===== config.mk =====
export PLATFORM = sky130hd
export DESIGN_NAME = led_pwm_blink
export DESIGN_NICKNAME = d
export VERILOG_FILES = /design/src/rtl/led_pwm_pkg.sv /design/src/rtl/led_regs.sv /design/src/rtl/led_pwm_chan.sv /design/src/rtl/led_blink_chan.sv /design/src/rtl/led_pwm_blink.sv
export SDC_FILE = /design/constraint.sdc
export NUM_CORES = 1
export LEC_CHECK = 0
export BUFFER_PORTS_ARGS = -buffer_cell sky130_fd_sc_hd__buf_2
export CELL_PAD_IN_SITES_DETAIL_PLACEMENT = 0
export CELL_PAD_IN_SITES_GLOBAL_PLACEMENT = 1
export CORE_ASPECT_RATIO = 0.75
export CORE_UTILIZATION = 51
export DETAILED_ROUTE_END_ITERATION = 10
export GPL_TIMING_DRIVEN = 1
export PLACE_DENSITY = 0.79
export SYNTH_ARGS = -nofsm -noshare
export SYNTH_HDL_FRONTEND = slang
export SYNTH_SLANG_ARGS = --single-unit
export TNS_END_PERCENT = 30

===== constraint.sdc =====
create_clock -name clk -period 6.6 [get_ports clk]
set_input_delay 1.65 -clock clk [delete_from_list [all_inputs] [get_ports clk]]
set_output_delay 1.65 -clock clk [all_outputs]
set_load 0.05 [all_outputs]

===== src/rtl/led_pwm_pkg.sv =====
package led_pwm_pkg;
  localparam int DUTY_W          = 8;
  localparam int BPER_W          = 3;
  localparam int BDUTY_W         = 2;
  localparam int BLINK_BASE_LOG2 = 6;
  localparam int MS_W            = BLINK_BASE_LOG2 + (1 << BPER_W) - 2;
  localparam int RSVD_W          = DUTY_W - 1 - BPER_W - BDUTY_W;

  typedef logic [DUTY_W-1:0] duty_t;

  typedef struct packed {
    logic [RSVD_W-1:0]  rsvd;
    logic [BDUTY_W-1:0] bduty;
    logic [BPER_W-1:0]  bper;
    logic               use_common;
  } chan_cfg_t;

  // Intensity comparison: full code means continuously on.
  function automatic logic pwm_level(input duty_t duty, input duty_t cnt);
    return (duty == '1) || (cnt < duty);
  endfunction

  // Blink period in ticks for a nonzero period field.
  function automatic logic [MS_W:0] blink_period(input logic [BPER_W-1:0] per);
    return (MS_W+1)'(1) << (BLINK_BASE_LOG2 + int'(per) - 1);
  endfunction

  // Number of ticks the LED stays on at the start of each blink period.
  function automatic logic [MS_W:0] blink_threshold(input logic [BPER_W-1:0] per,
                                                    input logic [BDUTY_W-1:0] code);
    logic [MS_W:0] p;
    p = blink_period(per);
    case (code)
      2'd0:    return p >> 1;
      2'd1:    return p >> 2;
      2'd2:    return p >> 3;
      default: return (p >> 1) + (p >> 2);
    endcase
  endfunction

  function automatic logic blink_level(input logic [BPER_W-1:0] per,
                                       input logic [BDUTY_W-1:0] code,
                                       input logic [MS_W-1:0] ms);
    logic [MS_W:0] phase;
    if (per == '0) return 1'b1;
    phase = {1'b0, ms} & (blink_period(per) - (MS_W+1)'(1));
    return phase < blink_threshold(per, code);
  endfunction
endpackage


===== src/rtl/led_regs.sv =====
module led_regs
  import led_pwm_pkg::*;
#(
  parameter int NUM_CH = 4,
  parameter int ADDR_W = 4
) (
  input  logic                     clk,
  input  logic                     rst_n,
  input  logic                     wr_en,
  input  logic [ADDR_W-1:0]        wr_addr,
  input  duty_t                    wr_data,
  output duty_t     [NUM_CH-1:0]   own_duty,
  output chan_cfg_t [NUM_CH-1:0]   cfg,
  output duty_t                    common_duty
);
  localparam int CFG_BASE = NUM_CH;
  localparam int COM_ADDR = 2 * NUM_CH;

  for (genvar i = 0; i < NUM_CH; i++) begin : g_ch
    logic hit_own, hit_cfg;
    assign hit_own = wr_en && (wr_addr == ADDR_W'(i));
    assign hit_cfg = wr_en && (wr_addr == ADDR_W'(CFG_BASE + i));

    always_ff @(posedge clk or negedge rst_n) begin
      if (!rst_n) begin
        own_duty[i] <= '0;
        cfg[i]      <= '0;
      end else begin
        if (hit_own) own_duty[i] <= wr_data;
        if (hit_cfg) cfg[i]      <= chan_cfg_t'(wr_data);
      end
    end
  end

  always_ff @(posedge clk or negedge rst_n) begin
    if (!rst_n)                                      common_duty <= '0;
    else if (wr_en && wr_addr == ADDR_W'(COM_ADDR)) common_duty <= wr_data;
  end
endmodule


===== src/rtl/led_pwm_chan.sv =====
module led_pwm_chan
  import led_pwm_pkg::*;
(
  input  logic  clk,
  input  logic  rst_n,
  input  logic  cycle_load,
  input  logic  use_common,
  input  duty_t own_duty,
  input  duty_t common_duty,
  input  duty_t step_cnt,
  output duty_t act_duty,
  output logic  pwm_on
);
  duty_t next_duty;
  assign next_duty = use_common ? common_duty : own_duty;

  always_ff @(posedge clk or negedge rst_n) begin
    if (!rst_n)          act_duty <= '0;
    else if (cycle_load) act_duty <= next_duty;
  end

  assign pwm_on = pwm_level(act_duty, step_cnt);
endmodule


===== src/rtl/led_blink_chan.sv =====
module led_blink_chan
  import led_pwm_pkg::*;
(
  input  logic [BPER_W-1:0]  bper,
  input  logic [BDUTY_W-1:0] bduty,
  input  logic [MS_W-1:0]    ms_cnt,
  output logic               blink_on
);
  assign blink_on = blink_level(bper, bduty, ms_cnt);
endmodule


===== src/rtl/led_pwm_blink.sv =====
module led_pwm_blink
  import led_pwm_pkg::*;
#(
  parameter int NUM_CH = 4,
  parameter int ADDR_W = 4
) (
  input  logic              clk,
  input  logic              rst_n,
  input  logic              wr_en,
  input  logic [ADDR_W-1:0] wr_addr,
  input  logic [7:0]        wr_data,
  input  logic              pwm_step,
  input  logic              ms_tick,
  output logic [NUM_CH-1:0] led_sink
);
  duty_t     [NUM_CH-1:0] own_duty;
  chan_cfg_t [NUM_CH-1:0] cfg;
  duty_t                  common_duty;
  duty_t                  step_cnt;
  logic      [MS_W-1:0]   ms_cnt;
  logic                   cycle_load;
  duty_t     [NUM_CH-1:0] act_duty;
  logic      [NUM_CH-1:0] pwm_on;
  logic      [NUM_CH-1:0] blink_on;

  led_regs #(.NUM_CH(NUM_CH), .ADDR_W(ADDR_W)) u_regs (
    .clk(clk), .rst_n(rst_n), .wr_en(wr_en), .wr_addr(wr_addr),
    .wr_data(duty_t'(wr_data)), .own_duty(own_duty), .cfg(cfg),
    .common_duty(common_duty)
  );

  // The shared step counter aligns the PWM period of every channel.
  always_ff @(posedge clk or negedge rst_n) begin
    if (!rst_n)        step_cnt <= '0;
    else if (pwm_step) step_cnt <= step_cnt + duty_t'(1);
  end

  always_ff @(posedge clk or negedge rst_n) begin
    if (!rst_n)       ms_cnt <= '0;
    else if (ms_tick) ms_cnt <= ms_cnt + MS_W'(1);
  end

  // This step wraps the count to zero; it is the only load point.
  assign cycle_load = pwm_step && (step_cnt == '1);

  for (genvar i = 0; i < NUM_CH; i++) begin : g_ch
    led_pwm_chan u_pwm (
      .clk(clk), .rst_n(rst_n), .cycle_load(cycle_load),
      .use_common(cfg[i].use_common), .own_duty(own_duty[i]),
      .common_duty(common_duty), .step_cnt(step_cnt),
      .act_duty(act_duty[i]), .pwm_on(pwm_on[i])
    );
    led_blink_chan u_blink (
      .bper(cfg[i].bper), .bduty(cfg[i].bduty), .ms_cnt(ms_cnt),
      .blink_on(blink_on[i])
    );
    assign led_sink[i] = pwm_on[i] & blink_on[i];
  end
endmodule


Word level (Yosys, flattened, before mapping). Index checks and enable logic that the tools add are counted.

Flip-flop bits (word level): 116. Output and inout port bits: 4. Logic and storage cells: 129.

Add/subtract/negate cells: 18. $lt $le $gt $ge: 8. Eq/ne operators: 21. Shift-type cells: 4. Mux-type cells: 24. Bitwise logic cells: 8. Reduce and logical (&&, ||, !) cells: 23.

Operator list (count): one-hot mux 13 bit (3 select lines) (4); << shifter 1 x 32 -> 13 bit (first input constant) (4); subtractor 32 x 2 -> 32 bit (second input constant) (4); adder 12 x 11 -> 13 bit (4); AND 12 x 13 -> 13 bit (4); < comparator 13 bit (4); 2-to-1 mux 13 bit (4); subtractor 13 x 1 -> 13 bit (second input constant) (4); == test 8 bit (second input constant) (5); < comparator 8 bit (4); 2-to-1 mux 8 bit (4); adder 3 x 3 -> 4 bit (first input constant) (4); == test 4 x 3 -> 1 bit (second input constant) (4); adder 12 x 1 -> 12 bit (second input constant) (1); logical NOT 3 bit (4); 2-to-1 mux 1 bit (12); logical AND 1 bit (10); adder 8 x 1 -> 8 bit (second input constant) (1); == test 2 x 1 -> 1 bit (second input constant) (4); == test 2 bit (second input constant) (4); == test 4 x 2 -> 1 bit (second input constant) (2); logical NOT 2 bit (4); AND 1 bit (4); == test 4 x 1 -> 1 bit (second input constant) (1); 3 further kinds (6).

Depth between registers and ports, before layout. Gate-level depths: netlist (run 1).

Depth in word-level cells: 9. Depth in mapped cells: 23.

By module. From an unflattened synthesis (run 1), not the netlist that was laid out.

Cell total of the unflattened synthesis: 997. Area total of the unflattened synthesis: 9635.5 um2.

Modules (own cells, without submodules): led_regs (instances 1, cells an instance 161, area an instance 2783.9 um2); led_blink_chan at g_ch[0].u_blink ... (instances 3, cells an instance 130, area an instance 923.4 um2); led_pwm_chan (instances 4, cells an instance 60, area an instance 560.5 um2); led_blink_chan at g_ch[1].u_blink (instances 1, cells an instance 129, area an instance 929.6 um2); led_pwm_blink (instances 1, cells an instance 77, area an instance 909.6 um2).

Worst setup path before layout (run 1). Ideal clock, no wire load.

Kind: register to output. Start point: register, netlist name u_regs.cfg[18]. End point: output led_sink[2]. Arrival: 4769 ps. Required time: 4950 ps. Setup slack: 181 ps. Cell stages (with the launch flop): 20. Path buffers: 0. Cell sequence: dfrtp_1 -> inv_1 -> ha_1 -> xor2_1 -> o31ai_1 -> nand2_1 -> ha_1 -> o21ai_0 -> o21bai_1 -> nand2b_1 -> a31oi_2 -> xnor2_1 -> mux4_2 -> ha_1 -> o21a_1 -> o211ai_1 -> o21ai_0 -> nor2_1 -> o22ai_1 -> a21oi_1.

Longest elaborated chain between the ends: 9. Elaborated cells between the ends (all ways): 13. Classes of those cells: add/sub (4); order compare (1); shift (1); mux (4); bitwise (2); reduce/logical (1).

RTL lines: adder 3 x 3 -> 4 bit (RTL line led_pwm_pkg.sv:25) `return (MS_W+1)'(1) << (BLINK_BASE_LOG2 + int'(per) - 1);`; subtractor 32 x 2 -> 32 bit (RTL line led_pwm_pkg.sv:25); << shifter 1 x 32 -> 13 bit (RTL line led_pwm_pkg.sv:25); adder 12 x 11 -> 13 bit (RTL line led_pwm_pkg.sv:37) `default: return (p >> 1) + (p >> 2);`; one-hot mux 13 bit (3 select lines) (RTL line led_pwm_pkg.sv:33) `case (code)`; 2-to-1 mux 13 bit (RTL line led_pwm_pkg.sv:46) `phase = {1'b0, ms} & (blink_period(per) - (MS_W+1)'(1));`; < comparator 13 bit (RTL line led_pwm_pkg.sv:47) `return phase < blink_threshold(per, code);`; 2-to-1 mux 1 bit * (RTL line led_pwm_pkg.sv:46); AND 1 bit * (RTL line led_pwm_blink.sv:57) `assign led_sink[i] = pwm_on[i] & blink_on[i];`; end: declaration (RTL line led_pwm_blink.sv:14) `output logic [NUM_CH-1:0] led_sink`.

Every way passes the cells marked *; elsewhere a longest branch is shown, timed or not. The select of a mux whose other input is x is not followed.

Worst setup path after layout (run 1).
Start point: register, netlist name u_regs.cfg[19]. End point: output led_sink[2].

Longest elaborated chain between the ends: 9. Elaborated cells between the ends (all ways): 13. Classes of those cells: add/sub (4); order compare (1); shift (1); mux (4); bitwise (2); reduce/logical (1).

RTL lines (RTL line): adder 3 x 3 -> 4 bit (led_pwm_pkg.sv:25); subtractor 32 x 2 -> 32 bit (led_pwm_pkg.sv:25); << shifter 1 x 32 -> 13 bit (led_pwm_pkg.sv:25); adder 12 x 11 -> 13 bit (led_pwm_pkg.sv:37); one-hot mux 13 bit (3 select lines) (led_pwm_pkg.sv:33); 2-to-1 mux 13 bit (led_pwm_pkg.sv:46); < comparator 13 bit (led_pwm_pkg.sv:47); 2-to-1 mux 1 bit * (led_pwm_pkg.sv:46); AND 1 bit * (led_pwm_blink.sv:57).

Marks and branches as above.

==> results.cfg, run 1 <==
[outcome]
status = completed

[clock_network]
clkSlewWorstSetupHoldPaths_ns = 0.05
cts_sinks = 116
cts_buffer_depth = 2
worstSkewPairLatency_ns = 0.41
clockRootBuffer = clkbuf_16
tritoncts = yes
cts_buffers = 17
htree_num_levels = 4

[cells_and_area]
diodes = 0
drive_above_1_share_pct = 24.1
fin_util_pct = 61.5
regArea_mm2 = 0.00291
fillers = 2008
nets = 1613
multi_input_area_mm2 = 0.00917
syn_to_final_growth_pct = 18.5

[global_route]
gr-total-overflow = 0
grt_usage_pct = 26.8
grt_pass1_wl_um = 50300
antenna_found_initial = 0
grt_pass1_vias = 9307
grt_max_degree = 67

[min_path]
holdPathStages = 1
hold_class = flip-flop to flip-flop

[routing]
first_pass_iters = 5
drc = 0
wl_per_cell_um = 18.3
detail-route-antenna-nets = 0
viasPerCell = 5.75
vias = 9905
wirelength_um = 31500
drt_iter0_markers = 694

[synth]
synth_area_per_cell_um2 = 8.78
netlist_area_mm2 = 0.0119
synth_seq_cells = 116
ys_seq_area_share_pct = 24.3
yosys-top-cells-count = ha_1 (182), nand2_1 (137), dfrtp_1 (116)
ys_top_cells_by_area = dfrtp_1 (24%), ha_1 (19%), mux2_2 (5.5%), xnor2_1 (5.0%), nand2_1 (4.3%)
synth_top_area_share_pct = 24.3
synth_cell_types = 75
syn_nets = 1562
yosysWarnings = 0
async_reset_ff_share_pct = 100
synth_ff_type = dfrtp_1
synth_edf_count = 0
syn_inst = 1359
synth_top_area_cell = dfrtp_1
synth.most_common_cell = ha_1

[setup_path]
path_max_fanout = 5
cpLargestDelayFamily = compound AO/OA/AOI/OAI gates
worstSetupPathType = flip-flop to output port
crit_end = led_sink[2]
crit_path_start = u_regs.cfg[19]
timing.critical_path.mode_cell = ha_4
crit_path_max_incr_delay_ns = 0.50
cpMaxStageDelayCell = mux4_2
reg2regPathDepth = 5
r2r-end = g_ch[2].u_pwm.act_duty[5]
path_buf_inv = 2
rrSetupSlack_ns = 4.75
crit_path_start_kind = flip-flop
cp-end-kind = output port
crit_cells = 19
cp.required_ns = 4.95
cp_data_arrival_time_ns = 4.86
path_cells = inv_4 > ha_4 > xor2_4 > and2_4 > nand2_2 > ha_4 > a211oi_2 > o21bai_1 > nand2b_1 > a31oi_2 > xnor2_1 > mux4_2 > ha_4 > o21a_1 > o211ai_1 > or4_1 > o22ai_2 > a21oi_1 > buf_4
reg2reg_from = step_cnt[1]

[die]
ioPinCount = 21
start_util_pct = 51.9
die_area_mm2 = 0.0240
core_region_area_mm2 = 0.0230
rows = 48
die_w_um = 179
die-height_um = 134

[placed_design]
port_buffers = 20
gp_congestion = 0.901
dp_worst_setup_slack_ns = -0.0209
place_hpwl_um = 23400

[power_and_ir_drop]
leakage_nw = 6.31
pwr_density_cell_mw_per_mm2 = 353
peakVddDrop_mv = 0.180

[timing]
fin_skew_ns = 0.00624
finalMaxSlewViolations = 0
fin_ws_ns = 0.0871
relSlewSlack_pct = 36.4
period_needed_ns = 6.51
tightest_slew_ns = 0.953
fmax_ghz = 0.154
hold_ws_ns = 0.503
hold_violations = 0
rsz0062_at_grt = yes
fin_crit_sh_pct = 98.7
setup_viol = 0

[job]
drv_cap = 0
per-stage QoR:
stage	TNS [ns]	cells	cell area (um2)	total power, W
2_1_floorplan	0	1359	11900	0.00291
3_3_place_gp	-0.0334	1662	12500	0.00359
3_5_place_dp	-0.0209	1662	12500	0.00363
4_1_cts	-0.00670	1705	13500	0.00478
5_1_grt	-0.210	1723	14100	0.00535
6_report	0	1723	14100	0.00500
layout by cell type, fill, tap and decap left out, types with 10 or more instances in the layout:
master     count
ha_1         145
nand2_1      124
dfrtp_1      112
o21ai_0       92
inv_1         87
buf_4         68
xnor2_1       64
a21oi_1       64
mux2_2        58
nor2_1        41
mux2i_1       37
and2_1        34
ha_4          28
nand3_1       23
nand4_1       22
xor2_1        21
nor2b_1       20
a21o_1        19
nand2b_1      18
nor3_1        18
mux4_2        18
inv_2         17
clkbuf_16     17
buf_2         15
a211oi_1      14
a31oi_1       12
and3_1        11
o21ai_1       10
o21a_1        10
how the worst min path moves through the flow:
| stage | from | to | slack [ns] |
|---|---|---|---|
| final | u_regs.own_duty[5] | u_regs.own_duty[5] | 0.50 |
| after global routing | u_regs.own_duty[7] | u_regs.own_duty[7] | 0.51 |
| after CTS | u_regs.own_duty[5] | u_regs.own_duty[5] | 0.50 |
| after detailed placement | u_regs.own_duty[5] | u_regs.own_duty[5] | 0.49 |
| after global placement | u_regs.own_duty[7] | u_regs.own_duty[7] | 0.49 |
| after floorplan | g_ch[0].u_pwm.act_duty[1] | g_ch[0].u_pwm.act_duty[1] | 0.47 |
final cells by class:
cell class | count | area share (%)
clock buffer | 18 | 3.11
tap | 300 | 2.65
timing repair buffer | 88 | 4.57
sequential | 116 | 20.6
clock inverter | 14 | 1.24
multi-input combinational | 1076 | 64.8
inverter | 111 | 3.07
state kept, by name (all words and copies together) (netlist names):
register,flops
u_regs.own_duty,32
g_ch.u_pwm.act_duty,32
u_regs.cfg,24
ms_cnt,12
step_cnt,8
u_regs.common_duty,8
cell families after synthesis:
| family | after synthesis | share of synthesized area, % |
|---|---|---|
| simple gates | 382 | 16.0 |
| compound gates | 301 | 15.7 |
| fa+ha+maj | 186 | 19.8 |
| buf+inv | 167 | 5.32 |
| flops | 116 | 24.3 |
| mux | 113 | 12.0 |
| xor+xnor | 94 | 6.90 |
repair_timing:
action                                  4_1_cts  5_1_grt
buffers inserted                             11       18
endpoints found under the setup margin        4        4
endpoints found under the hold margin         0        0
pin swaps                                    11       39
resized for setup                            90       98
hold buffers                                  0        0
where the power goes:
group / internal [W] / switching (W)
combinational: 0.00136 / 0.00154
clock: 0.000607 / 0.000333
sequential: 0.000843 / 0.000316
total: 0.00280 / 0.00219
layer usage:
metal	share of wire, %	track usage, %	vias to the layer above
met3	4.0	2.28	29
met2	44	40.9	216
met1	51	41.3	4760
li1	-	-	4900
met4	1.1	5.23	0
met5	0	0	-
worst reg2reg max path, cell delays in order (launching register included):
cell	delay [ns]
dfrtp_1	0.48
ha_1	0.24
and3_1	0.19
nand4_1	0.10
buf_4	0.48
o21ai_0	0.21
(Power assumes the default switching activity.)
==> run 2: changes to the inputs <==
- ABC_AREA: default -> 1
- CAP_MARGIN: default -> 25
- CORE_UTILIZATION: 51 -> 52
- PLACE_DENSITY: 0.79 -> 0.84
- clock period: 6.6 -> 7.95 ns (I/O delays scaled with it)
==> run 2 against run 1 <==
  * Cell count is 13% higher
  * Worst setup slack better by 0.77 ns
  * Non-clock buffer count is 64 lower
  * Synthesized cell count is 20% higher
  * Critical path depth is 13 higher
==> results.cfg, run 2 <==
[outcome]
status = completed

[synth]
synth_compound_area_share_pct = 19.4
synth.most_common_cell = nand2_1
synth-xor-area-share_pct = 2.44
async_reset_ff_share_pct = 100
synthAdderAreaFrac_pct = 20.1
netlist_area_mm2 = 0.0118
synth_seq_cells = 116
synth_area_per_cell_um2 = 7.23
synth_top_area_share_pct = 24.7
ys_top_cells_by_area = dfrtp_1 (25%), ha_1 (19%), nand2_1 (11%), o21ai_0 (6.8%), inv_1 (6.1%)
syn_nets = 1829
yosys-top-cells-count = nand2_1 (339), inv_1 (190), ha_1 (182)
synth-simple-area-share_pct = 22.6
ys_seq_area_share_pct = 24.7
synth_ff_type = dfrtp_1
synth_top_family_by_area = simple AND/OR/NAND/NOR gates
yosysWarnings = 0
synthMuxAreaShare_pct = 2.73
synth_top_area_cell = dfrtp_1
synth_edf_count = 0
synth_cell_types = 53
syn_inst = 1626

[clock_network]
cts_buffer_depth = 2
worstSkewPairLatency_ns = 0.43
tritoncts = yes
cts_resized = 0
clockRootBuffer = clkbuf_16
clkSlewWorstSetupHoldPaths_ns = 0.06
cts_buffers = 17
htree_num_levels = 4
cts_sinks = 116
postCtsSetupBuffers = 0
ctsHoldBuffers = 0

[power_and_ir_drop]
p_clk_share_pct = 21.2
p_seq_share_pct = 24.3
internal_power_w = 0.00185
p_comb_share_pct = 54.5
pwr_density_cell_mw_per_mm2 = 285
total_power_w = 0.00363
power_switching_share_pct = 49.1
p_sw_w = 0.00178
leakage_nw = 6.23
peakVddDrop_mv = 0.169

[timing]
rsz0062_at_grt = no
fmax_ghz = 0.141
period_needed_ns = 7.09
finalMaxSlewViolations = 0
hold_violations = 0
fin_skew_ns = 0.00824
fin_crit_sh_pct = 89.2
tightest_slew_ns = 0.928
setup_tns_ns = 0
relSlewSlack_pct = 38.1
setup_viol = 0

[setup_path]
cp-end-kind = output port
cp.required_ns = 5.96
crit_path_start_kind = flip-flop
cp_data_arrival_time_ns = 5.10
worstSetupPathType = flip-flop to output port
path_max_fanout = 7
cpMaxStageDelayCell = dfrtp_1
crit_path_max_incr_delay_ns = 0.46
timing.critical_path.mode_cell = nand2_1

[placed_design]
gp_congestion = 0.949
place_hpwl_um = 26100
placed_cell_area_mm2 = 0.0121
port_buffers = 20

[global_route]
grt_usage_pct = 29.3
grt_pass1_vias = 10200
gr-total-overflow = 0
grt_pass1_wl_um = 53700
antenna_found_initial = 1
grt_max_degree = 74

[routing]
wirelength_um = 32900
first_pass_iters = 6
vias = 11000
viasPerCell = 5.64
drc = 0
detail-route-antenna-nets = 0
wl_per_cell_um = 16.9
drt_iter0_markers = 1018

[cells_and_area]
syn_to_final_growth_pct = 8.24
drive_above_1_share_pct = 7.92
mostFrequentLayoutCells = nand2_1 (339), inv_1 (190), ha_1 (182)
largestRegisters = g_ch.u_pwm.act_duty: 32 flops, u_regs.own_duty: 32 flops, u_regs.cfg: 24 flops
fin_area_mm2 = 0.0127
fillers = 2165
nets = 1845
diodes = 0
final_common_cell = nand2_1

[job]
drv_cap = 0

[die]
start_util_pct = 53.1
ioPinCount = 21
die-height_um = 132
die_w_um = 176
die_area_mm2 = 0.0232
rows = 47
core_region_area_mm2 = 0.0221

[min_path]
hold_class = flip-flop to flip-flop
[run 2: changes by cell type after synthesis, sizes merged, moves of 24 or more]
cell,delta
nor2,+98
o21ai,+92
clkbuf,-24
inv,+106
nand2,+219
and2,-38
a21oi,+40
xnor2,-54
mux2,-58
[run 2: area by class of cell]
| cell class | instances | area, um2 | share of cell area [%] |
|---|---|---|---|
| clock buffer | 17 | 425 | 3.34 |
| clock inverter | 15 | 160 | 1.26 |
| inverter | 222 | 835 | 6.56 |
| multi-input combinational | 1261 | 7900 | 62.1 |
| sequential | 116 | 2900 | 22.8 |
| tap | 294 | 368 | 2.89 |
| timing repair buffer | 24 | 130 | 1.02 |
[run 2: path summary, 6_finish.rpt]
path / start / endpoint / slack (ns) / depth (start not counted)
max in group asynchronous: rst_n / u_regs.own_duty[12] / 5.05 / 2
hold reg to reg: u_regs.own_duty[28] / u_regs.own_duty[28] / 0.48 / 2
hold / removal: u_regs.own_duty[28] / u_regs.own_duty[28] / 0.48 / 2
min in group asynchronous: rst_n / step_cnt[4] / 1.55 / 1
setup reg to reg: ms_cnt[0] / ms_cnt[10] / 6.06 / 6
setup / recovery: u_regs.cfg[18] / led_sink[2] / 0.86 / 32
[run 2: metal layers]
layer  up-vias  track usage [%]  share of wire, %
li1       5522                -                 -
met1      5104             45.7                51
met2       336             42.1                41
met3        34             4.04               6.9
met4         0             6.81               1.5
met5         -                0                 0
[run 2: power groups by stage]
| stage | clock, W | combinational (W) | sequential [W] |
|---|---|---|---|
| global placement | 0 | 0.00192 | 0.000887 |
| detailed placement | 0 | 0.00195 | 0.000889 |
| CTS | 0.000776 | 0.00196 | 0.000879 |
| floorplan | 0 | 0.00151 | 0.000793 |
| finish | 0.000770 | 0.00198 | 0.000882 |
| global route | 0.000803 | 0.00224 | 0.000900 |
[run 2: metrics by stage]
step	instances	setup WS (ns)	utilization, %	hold slack [ns]
after floorplan	1626	1.55	-	0.452
after global placement	1915	1.48	54.8	0.466
after detailed placement	1916	1.41	54.9	0.472
after CTS	1948	0.929	57.5	0.486
after global routing	1949	0.346	57.5	0.505
final	1949	0.860	57.5	0.485
[run 2: cells by family (layout without fill, tap and decap cells)]
group | Yosys count | in the layout
AO/OA/AOI/OAI | 399 | 399
XOR/XNOR | 31 | 31
adder cells (fa/ha/maj) | 186 | 186
buffers and inverters | 249 | 278
flip-flops | 116 | 116
multiplexers | 32 | 32
AND/OR/NAND/NOR | 613 | 613
[run 2: worst max-delay path: cells and delay by family (launching register included)]
family	cells	cell delay, ns
simple gates	17	1.55
fa+ha+maj	3	0.97
compound gates	6	0.90
buf+inv	6	0.78
flops	1	0.46
